<file path="src/rtl/dsp_flag_pkg.sv">
package dsp_flag_pkg;

  typedef enum logic [1:0] {
    OP_ARITH  = 2'b00,
    OP_LOGIC  = 2'b01,
    OP_ASHIFT = 2'b10,
    OP_LSHIFT = 2'b11
  } op_class_e;

  typedef enum logic [2:0] {
    MD_CARRY = 3'd0,
    MD_NEG   = 3'd1,
    MD_ZERO  = 3'd2,
    MD_OVF   = 3'd3,
    MD_GT    = 3'd4,
    MD_GE    = 3'd5,
    MD_RSV6  = 3'd6,
    MD_RSV7  = 3'd7
  } flag_mode_e;

  // Result properties computed once and shared by every mode rule
  typedef struct packed {
    logic neg_full;   // sign of the guarded word
    logic neg_dest;   // sign of the destination field
    logic zero_full;  // whole guarded word is zero
    logic zero_dest;  // destination field is zero
    logic dest_ovf;   // value does not fit the destination field
  } res_feat_t;

endpackage

</file>
<file path="src/rtl/dsp_flag_feats.sv">
module dsp_flag_feats
  import dsp_flag_pkg::*;
#(
  parameter int DEST_W  = 32,
  parameter int GUARD_W = 8,
  localparam int RES_W  = DEST_W + GUARD_W
) (
  input  logic [RES_W-1:0] result,
  output res_feat_t        feat
);

  // Upper bits that must all match the destination sign for the value to fit
  localparam int TOP_W = GUARD_W + 1;

  logic [TOP_W-1:0] top_bits;

  assign top_bits = result[RES_W-1:DEST_W-1];

  always_comb begin
    feat.neg_full  = result[RES_W-1];
    feat.neg_dest  = result[DEST_W-1];
    feat.zero_dest = ~|result[DEST_W-1:0];
    feat.zero_full = feat.zero_dest & ~|result[RES_W-1:DEST_W];
    feat.dest_ovf  = ~((&top_bits) | ~(|top_bits));
  end

endmodule

</file>
<file path="src/rtl/dsp_flag_rule.sv">
module dsp_flag_rule
  import dsp_flag_pkg::*;
(
  input  flag_mode_e mode,
  input  op_class_e  op_class,
  input  res_feat_t  feat,
  input  logic       carry,
  input  logic       shift_out,
  input  logic       ovf_full,
  output logic       load,
  output logic       next_flag
);

  logic is_logic;  // logical ALU or logical shift
  logic sgn_ge;

  assign is_logic = (op_class == OP_LOGIC) || (op_class == OP_LSHIFT);
  assign sgn_ge   = ~(feat.neg_full ^ ovf_full);

  always_comb begin
    load      = 1'b1;
    next_flag = 1'b0;
    unique case (mode)
      MD_CARRY: begin
        unique case (op_class)
          OP_ARITH:             next_flag = carry;
          OP_ASHIFT, OP_LSHIFT: next_flag = shift_out;
          default:              next_flag = 1'b0;
        endcase
      end
      MD_NEG:  next_flag = is_logic ? feat.neg_dest : feat.neg_full;
      MD_ZERO: next_flag = (op_class == OP_LOGIC) ? feat.zero_dest : feat.zero_full;
      MD_OVF:  next_flag = ~is_logic & feat.dest_ovf;
      MD_GT:   next_flag = ~is_logic & sgn_ge & ~feat.zero_full;
      MD_GE:   next_flag = ~is_logic & sgn_ge;
      default: load      = 1'b0;
    endcase
  end

endmodule

</file>
<file path="src/rtl/dsp_cond_flag.sv">
module dsp_cond_flag
  import dsp_flag_pkg::*;
#(
  parameter int DEST_W  = 32,
  parameter int GUARD_W = 8,
  localparam int RES_W  = DEST_W + GUARD_W
) (
  input  logic             clk,
  input  logic             rst,
  input  logic             upd,
  input  logic [2:0]       mode,
  input  logic [1:0]       op_class,
  input  logic [RES_W-1:0] result,
  input  logic             carry,
  input  logic             shift_out,
  input  logic             ovf_full,
  output logic             flag
);

  res_feat_t feat;
  logic      rule_load;
  logic      rule_flag;

  dsp_flag_feats #(
    .DEST_W (DEST_W),
    .GUARD_W(GUARD_W)
  ) u_feats (
    .result(result),
    .feat  (feat)
  );

  dsp_flag_rule u_rule (
    .mode     (flag_mode_e'(mode)),
    .op_class (op_class_e'(op_class)),
    .feat     (feat),
    .carry    (carry),
    .shift_out(shift_out),
    .ovf_full (ovf_full),
    .load     (rule_load),
    .next_flag(rule_flag)
  );

  always_ff @(posedge clk) begin
    if (rst)                   flag <= 1'b0;
    else if (upd && rule_load) flag <= rule_flag;
  end

endmodule

</file>
<file path="config.mk">
export PLATFORM = sky130hd
export DESIGN_NAME = dsp_cond_flag
export DESIGN_NICKNAME = d
export VERILOG_FILES = /design/src/rtl/dsp_flag_pkg.sv /design/src/rtl/dsp_flag_feats.sv /design/src/rtl/dsp_flag_rule.sv /design/src/rtl/dsp_cond_flag.sv
export SDC_FILE = /design/constraint.sdc
export NUM_CORES = 1
export LEC_CHECK = 0
export ABC_AREA = 1
export BUFFER_PORTS_ARGS = -buffer_cell sky130_fd_sc_hd__clkbuf_2
export CORE_UTILIZATION = 26
export DETAILED_ROUTE_END_ITERATION = 7
export PLACE_DENSITY_LB_ADDON = 0.05
export REMOVE_ABC_BUFFERS = 1
export SETUP_SLACK_MARGIN = 0.5
export SLEW_MARGIN = 25
export SYNTH_ARGS = -nofsm -noshare
export SYNTH_HDL_FRONTEND = slang
export SYNTH_SLANG_ARGS = --single-unit
</file>
<file path="constraint.sdc">
create_clock -name clk -period 0.9 [get_ports clk]
set_input_delay 0.225 -clock clk [delete_from_list [all_inputs] [get_ports clk]]
set_output_delay 0.225 -clock clk [all_outputs]
set_load 0.05 [all_outputs]
</file>
# After elaboration in Yosys (flattened, before gate mapping)
# Cells that the tools add are included.
[word_totals] register_bits=1 in_bits=51 wordCells=37
[classes] n_eq_ne=8 n_mux=5 n_bitwise=11 reduce_logical=12
[op_table] operator="$reduce_or 32->1" n=1
[op_table] operator="$reduce_and 9->1" n=1
[op_table] operator="$reduce_or 9->1" n=1
[op_table] operator="$reduce_or 8->1" n=1
[op_table] operator="$eq 3x2->1 const B" n=2
[op_table] operator="$eq 3x3->1 const B" n=2
[op_table] operator="$pmux 1 s6" n=1
[op_table] operator="$reduce_or 6->1" n=1
[op_table] operator="$not 1->1" n=5
[op_table] operator="$and 1x1->1" n=4
[op_table] operator="$eq 2x2->1 const B" n=2
[op_table] operator="$eq 3x1->1 const B" n=1
[op_table] operator="$logic_not 3->1" n=1
[op_table] operator="$mux 1" n=3
[op_table] operator="$eq 2x1->1 const B" n=1
[op_table] operator="$logic_not 1->1" n=2
[op_table] operator="$logic_not 2->1" n=1
[op_table] operator="$pmux 1 s2" n=1
[op_table] operator="$reduce_or 2->1" n=1
[op_table] operator="$logic_and 1x1->1" n=1
[op_table] operator="$logic_or 1x1->1" n=1
[op_table] operator="$or 1x1->1" n=1
[op_table] operator="$xor 1x1->1" n=1

# Longest topological paths before layout
# Gate-level depths: netlist (run 1).
[depth] word_depth=6 depth_mapped=9

# Hierarchy
# From an unflattened synthesis (run 1), not the netlist that was laid out.
[hier_totals] hier_cells=92 hier_area_um2=407.9
[by_module_without_submodules] mod="dsp_flag_feats" instances=1 cells_per_inst=49 area_per_inst_um2=215.2 seq_area_each_um2=0.0
[by_module_without_submodules] mod="dsp_flag_rule" instances=1 cells_per_inst=35 area_per_inst_um2=146.4 seq_area_each_um2=0.0
[by_module_without_submodules] mod="dsp_cond_flag" instances=1 cells_per_inst=8 area_per_inst_um2=46.3 seq_area_each_um2=20.0

# Least setup slack after synthesis (run 1)
# Ideal clock, no wire load.
[synth_path] path_kind="input -> register" from="input result[23]" to="register flag" arrival_ns=0.859 t_required_ns=0.781 setup_slack_ns=-0.078 cell_stages=8 n_path_buf=0 path_cell_list="nor2_1 > nand2_1 > nor2_2 > nand2_1 > nor2_2 > nand2_1 > a21oi_2 > a21oi_2"
[synth_via] elab_chain_len=6 word_cells_on_any_way=7
[synth_rtl] element="start: declaration" line="dsp_cond_flag.sv:13" rtl="input logic [RES_W-1:0] result,"
[synth_rtl] element="$reduce_or 32->1 *" line="dsp_flag_feats.sv:22" rtl="feat.zero_dest = ~|result[DEST_W-1:0];"
[synth_rtl] element="$logic_not 1->1 *" line="dsp_flag_feats.sv:22"
[synth_rtl] element="$and 1x1->1" line="dsp_flag_feats.sv:23" rtl="feat.zero_full = feat.zero_dest & ~|result[RES_W-1:DEST_W];"
[synth_rtl] element="$not 1->1" line="dsp_flag_rule.sv:34" rtl="MD_GT: next_flag = ~is_logic & sgn_ge & ~feat.zero_full;"
[synth_rtl] element="$and 1x1->1" line="dsp_flag_rule.sv:34"
[synth_rtl] element="$pmux 1 s6 *" line="dsp_flag_rule.sv:23" rtl="unique case (mode)"
[synth_rtl] element="end signal: assignment" line="dsp_cond_flag.sv:45" rtl="else if (upd && rule_load) flag <= rule_flag;"
[synth_rtl] element="end: declaration" line="dsp_cond_flag.sv:17" rtl="output logic flag"
# Every way passes the cells marked *; elsewhere a longest branch is shown, timed or not.
# A chain may end at the register's enable or synchronous reset.

# Worst setup path after layout (run 1)
[layout_path] from="input result[37]" to="register flag"
[layout_via] elab_chain_len=6 word_cells_on_any_way=13
[layout_rtl] element="$reduce_or 8->1 or $reduce_or 9->1 (tied branches)" line="dsp_flag_feats.sv:23, dsp_flag_feats.sv:24"
[layout_rtl] element="$logic_not 1->1 or $not 1->1 (tied branches)" line="dsp_flag_feats.sv:23, dsp_flag_feats.sv:24"
[layout_rtl] element="$and 1x1->1 or $or 1x1->1 (tied branches)" line="dsp_flag_feats.sv:23, dsp_flag_feats.sv:24"
[layout_rtl] element="$not 1->1, on equally long branches" line="dsp_flag_rule.sv:34, dsp_flag_feats.sv:24"
[layout_rtl] element="$and 1x1->1, on equally long branches" line="dsp_flag_rule.sv:34, dsp_flag_rule.sv:33"
[layout_rtl] element="$pmux 1 s6 *" line="dsp_flag_rule.sv:23"
# Marked as above.

==> results.toml, run 1 <==
[clock_network]
clock_latency_ns = 0
post_cts_buffers = 0
clkTransAtPathRegs_ns = 0
postCtsHoldBufs = 0

[synth]
ys_types = 19
synth-simple-area-share_pct = 73.1
synth_top_family_by_area = "simple AND/OR/NAND/NOR gates"
synth_area_leaders = "nor2_1, nand2_1, nor2_2"
synth_fa_ha_area_share_pct = 0
synth.top_cell.area_share_pct = 28.6
yosysSeqAreaShare_pct = 5.44
synth_compound_area_share_pct = 10.9
syn_area_per_cell_sq_um = 4.66
yosys_register_bits = 1
yosysTopAreaCell = "nor2_1"
synth_xor_area_share_pct = 2.38
synthMuxAreaShare_pct = 0
ys_warn_count = 0
syn_area_sq_um = 368
synthCells = 79

[timing]
holdWs_ns = 0.494
layout_setup_ws_ns = -0.226
worst_slew_pin_slew_ns = 0.330
slew_viol_final = 0
hold_viol_final = 0
fin_worst_skew_ns = 0
setup_viol = 1
slew_headroom_pct = 77.8
finalCriticalPeriod_ns = 1.13
fin_crit_sh_pct = 125
max_freq_ghz = 0.888
rsz0062_at_grt = "yes"

[power_and_ir_drop]
power_w = 0.000331
p_int_w = 0.000209
pwr-share-clk_pct = 0
p_per_area_nw_per_um2 = 425
swShare_pct = 37.0
ir_drop_mv = 0.200
combPwrFrac_pct = 84.5
leakage_nw = 0.405
pwr-share-seq_pct = 15.5
p_switching_w = 0.000123

[place]
io_buffer_count = 51
placed_cell_area_sq_um = 664
place_ws_ns = -0.235
dp_hpwl_mm = 1.01
gp_congestion = 0.751

[run_status]
status = "finished, violations left"
violations = "negative setup slack"

[layout]
drive_above_1_share_pct = 57.1
largest_reg_flops = 1
fin_nets = 186
final_cell_mix = "clkbuf_2, nand2_1, nor2_1, nor2_2"
syn_to_final_growth_pct = 112
postLayoutCellArea_sq_um = 778
largestRegisters = "flag: 1 flops"
top_register = "flag"
antenna_cells = 0
final_common_cell = "clkbuf_2"
fill_cells = 145
final_util_pct = 59.8

[floorplan]
core_sq_um = 1300
num_rows = 13
die_w_um = 39.6
dieArea_sq_um = 1570
chipHeight_um = 39.6
io_pins = 52
start_util_pct = 28.3

[global_routing]
grt_pass1_wl_mm = 1.74
busiest_layer = "met2"
grt_use_met3_pct = 1.70
grt_util_met1_pct = 15.7
grt_antenna_before_repair = 0
grt_util_met2_pct = 32.4
grt_max_degree = 6
track_usage_pct = 15.1
grt_pass1_vias = 514
grt_overflow = 0

[setup_path]
cp.required_ns = 0.83
start_kind = "input port"
crit_chain = "buf_6 -> nor2_2 -> nand2_2 -> nor2_4 -> nor2_1 -> nor2_2 -> nand2_1 -> nand3_2 -> nand2_2 -> a21oi_2"
slowest_stage = "nor2_2"
crit_fanout = 2
endpoint_kind = "register"
cpPeakStageDelay_ns = 0.11
path_class = "in -> reg"
cp.arrival_ns = 1.06

[drt]
routedWlPerCell_um = 7.49
drt-total-wl_mm = 1.11
vias = 637
drc = 0
drt-initial-drc-count = 5
firstDrtPassIters = 4
ant_nets = 0
via_per_inst = 4.30

[hold_path]
min_path_type = "in -> reg"

[job]
max_cap_viol_count = 0
==> per-layer routing <==
| metal | up-vias | wire length (um) | share of wire (%) |
|---|---|---|---|
| met4 | 0 | 0 | 0 |
| met1 | 256 | 416 | 38 |
| met5 | - | 0 | 0 |
| met3 | 0 | 99 | 8.9 |
| met2 | 27 | 593 | 53 |
| li1 | 354 | - | - |
==> power by group through the flow <==
stage / logic, W / clock network, W / registers [W]
final: 0.000280 / 0 / 0.0000514
after global routing: 0.000313 / 0 / 0.0000519
after CTS: 0.000239 / 0 / 0.0000507
after detailed placement: 0.000229 / 0 / 0.0000502
after global placement: 0.000226 / 0 / 0.0000501
after floorplan: 0.0000791 / 0 / 0.0000617
==> repair_timing <==
| action | in CTS | in global routing |
|---|---|---|
| gates resized for setup | 4 | 23 |
| pin swaps | 8 | 22 |
| setup endpoints to repair | 2 | 2 |
==> cell usage after synthesis <==
| cell | count |
|---|---|
| a21oi_1 | 1 |
| a21oi_2 | 2 |
| and3_1 | 1 |
| clkinv_1 | 1 |
| dfxtp_1 | 1 |
| inv_1 | 6 |
| inv_2 | 1 |
| nand2_1 | 22 |
| nand2_2 | 1 |
| nand3_1 | 1 |
| nand3_2 | 1 |
| nand4_1 | 1 |
| nor2_1 | 28 |
| nor2_2 | 5 |
| nor3_1 | 2 |
| nor4_1 | 1 |
| o21ai_0 | 2 |
| o21bai_1 | 1 |
| xor2_1 | 1 |
==> per-stage QoR <==
step	instances	TNS, ns
after floorplan	79	-0.0777
after global placement	148	-0.215
after detailed placement	148	-0.235
after CTS	148	-0.236
after global routing	148	-0.352
final	148	-0.226
==> cells by family (layout without fill, tap and decap cells) <==
logic type / Yosys count / count (layout)
and+or+nand+nor: 63 / 63
buffers and inverters: 8 / 62
AOI/OAI and AO/OA: 6 / 6
xor gates and xnor gates: 1 / 1
DFF: 1 / 1
==> critical path: cells and delay by family <==
| family | cells | cell delay, ns |
|---|---|---|
| AO/OA/AOI/OAI | 1 | 0.09 |
| buffers and inverters | 1 | 0.09 |
| AND/OR/NAND/NOR | 8 | 0.64 |
==> path summary, 6_finish.rpt <==
kind / startpoint / endpoint / slack [ns] / cells after the start
worst max-delay path: result[37] / flag / -0.23 / 10
worst min-delay path: rst / flag / 0.49 / 3
worst max register to register: flag / flag / 0.27 / 2
worst min register to register: flag / flag / 0.56 / 2
==> layout make-up <==
| cell class | instances | area (sq um) | share of cell area [%] |
|---|---|---|---|
| inverter | 8 | 30.0 | 3.86 |
| timing repair buffer | 54 | 334 | 42.9 |
| tap | 15 | 18.8 | 2.41 |
| sequential | 1 | 20.0 | 2.57 |
| multi-input combinational | 70 | 375 | 48.2 |
(Power assumes the default switching activity.)
==> run 2: changes to the inputs <==
Settings changed: ABC_AREA 1 to not set, CORE_AREA set to 2 2 39 41, CORE_UTILIZATION 26 to not set, DIE_AREA set to 0 0 41 43.
==> results.toml, run 2 <==
[run_status]
status = "finished, violations left"
violations = "negative setup slack"

[hold_path]
min_path_type = "in -> reg"
hold_depth = 2

[timing]
worst_slew_pin_slew_ns = 0.363
slew_headroom_pct = 75.5
max_freq_ghz = 0.633
slew_viol_final = 0
layout_setup_ws_ns = -0.680
rsz0062_at_grt = "yes"
setup_viol = 1
fin_crit_sh_pct = 176
finalCriticalPeriod_ns = 1.58
tns_ns = -0.680
fin_worst_skew_ns = 0
hold_viol_final = 0

[layout]
largestRegisters = "flag: 1 flops"
largest_reg_flops = 1
antenna_cells = 0
drive_above_1_share_pct = 68.4
syn_to_final_growth_pct = 137
top_register = "flag"
postLayoutCellArea_sq_um = 661
final_cell_mix = "clkbuf_2, buf_4, nor4_1, nor2_1, or4_4"
fill_cells = 146
final_common_cell = "clkbuf_2"
fin_nets = 151

[power_and_ir_drop]
leakage_nw = 0.345
p_per_area_nw_per_um2 = 422
ir_drop_mv = 0.218

[setup_path]
path_class = "in -> reg"
start_kind = "input port"
endpoint_kind = "register"
crit_fanout = 3
cp.required_ns = 0.77
reg2reg_depth = 2
cp.arrival_ns = 1.45

[place]
placed_cell_area_sq_um = 622
dp_hpwl_mm = 1.02
place_ws_ns = -0.721
io_buffer_count = 51
gp_congestion = 0.689

[clock_network]
clock_latency_ns = 0
post_cts_buffers = 0
clkTransAtPathRegs_ns = 0

[synth]
syn_area_per_cell_sq_um = 7.34
async_reset_ff_share_pct = 0
synthFlopType = "dfxtp_1"
yosys_register_bits = 1
ys_warn_count = 0
yosysSeqAreaShare_pct = 7.17
synth_area_leaders = "nor4_1, or4_4, dfxtp_1"
synthTopCellsByCount = "nor4_1, nor2_1"
yosysMostFrequentCell = "nor4_1"
syn_area_sq_um = 279
synth.top_cell.area_share_pct = 13.5
yosysTopAreaCell = "nor4_1"
synthCells = 38
synth_edf_count = 0
ys_types = 25

[floorplan]
dieArea_sq_um = 1760
start_util_pct = 20.2
core_sq_um = 1380
num_rows = 14
die_w_um = 41
chipHeight_um = 43
io_pins = 52

[global_routing]
grt_pass1_wl_mm = 1.74
grt_overflow = 0
grt_antenna_before_repair = 0
grt_max_degree = 5
grt_pass1_vias = 519
track_usage_pct = 13.0

[drt]
via_per_inst = 4.76
routedWlPerCell_um = 9.41
vias = 543
firstDrtPassIters = 2
drt-total-wl_mm = 1.07
drt-initial-drc-count = 1
ant_nets = 0
drc = 0

[job]
max_cap_viol_count = 0
## run 2: cell count changes after synthesis, moves of 2 or more
cell	delta
nor4_1	+5
a21oi_2	-2
inv_1	-5
o21ai_0	-2
nor2_1	-24
nand2_1	-20
or4_4	+2
nor2_2	-5
## run 2: layer usage
metal	global-route usage (%)	wire, um
met1	15.2	413
met5	0	0
met2	25.6	582
met3	0	77
met4	0	0
## run 2: repair_timing
item,4_1_cts,5_1_grt
hold buffers,0,0
resized for setup,4,4
pin swaps,2,0
setup endpoints to repair,2,2
## run 2: worst max-delay path: stages
cell and delay (ns):
clkbuf_2 0.09, or4_4 0.54, nor3_2 0.19, a41oi_2 0.06
a221oi_2 0.25, a211oi_1 0.10
## run 2: layout make-up
class | count | area (sq um) | area share [%]
well taps | 16 | 20.0 | 3.03
multi-input cells | 36 | 278 | 42.0
flip-flops and latches | 1 | 20.0 | 3.03
repair buffers | 60 | 339 | 51.3
inverters | 1 | 3.75 | 0.568
## run 2: cells by family after synthesis
| logic type | after synthesis | synth area share, % |
|---|---|---|
| multiplexers | 1 | 3.59 |
| AND/OR/NAND/NOR | 27 | 62.3 |
| XOR/XNOR | 1 | 3.14 |
| AO/OA/AOI/OAI | 7 | 22.4 |
| buffers and inverters | 1 | 1.34 |
| flip-flops | 1 | 7.18 |
## run 2: per-stage QoR
step                hold WS (ns)  total power, W  utilization (%)  instances
global route               0.407        0.000303             47.7        114
floorplan                  0.303        0.000106                -         38
CTS                        0.393        0.000272             46.5        114
global placement           0.393        0.000261             44.9        114
detailed placement         0.392        0.000263             44.9        114
finish                     0.395        0.000279             47.7        114
## run 2: final timing paths
check,end,start,slack [ns]
max reg2reg,flag,flag,0.26
min,flag,rst,0.39
min reg2reg,flag,flag,0.52
max,flag,result[34],-0.68
## run 2: where the power goes
group	leakage [nW]	switching (W)	internal, W
clock network	0	0	0
registers	0.00827	0.00000277	0.0000487
logic	0.337	0.0000869	0.000140
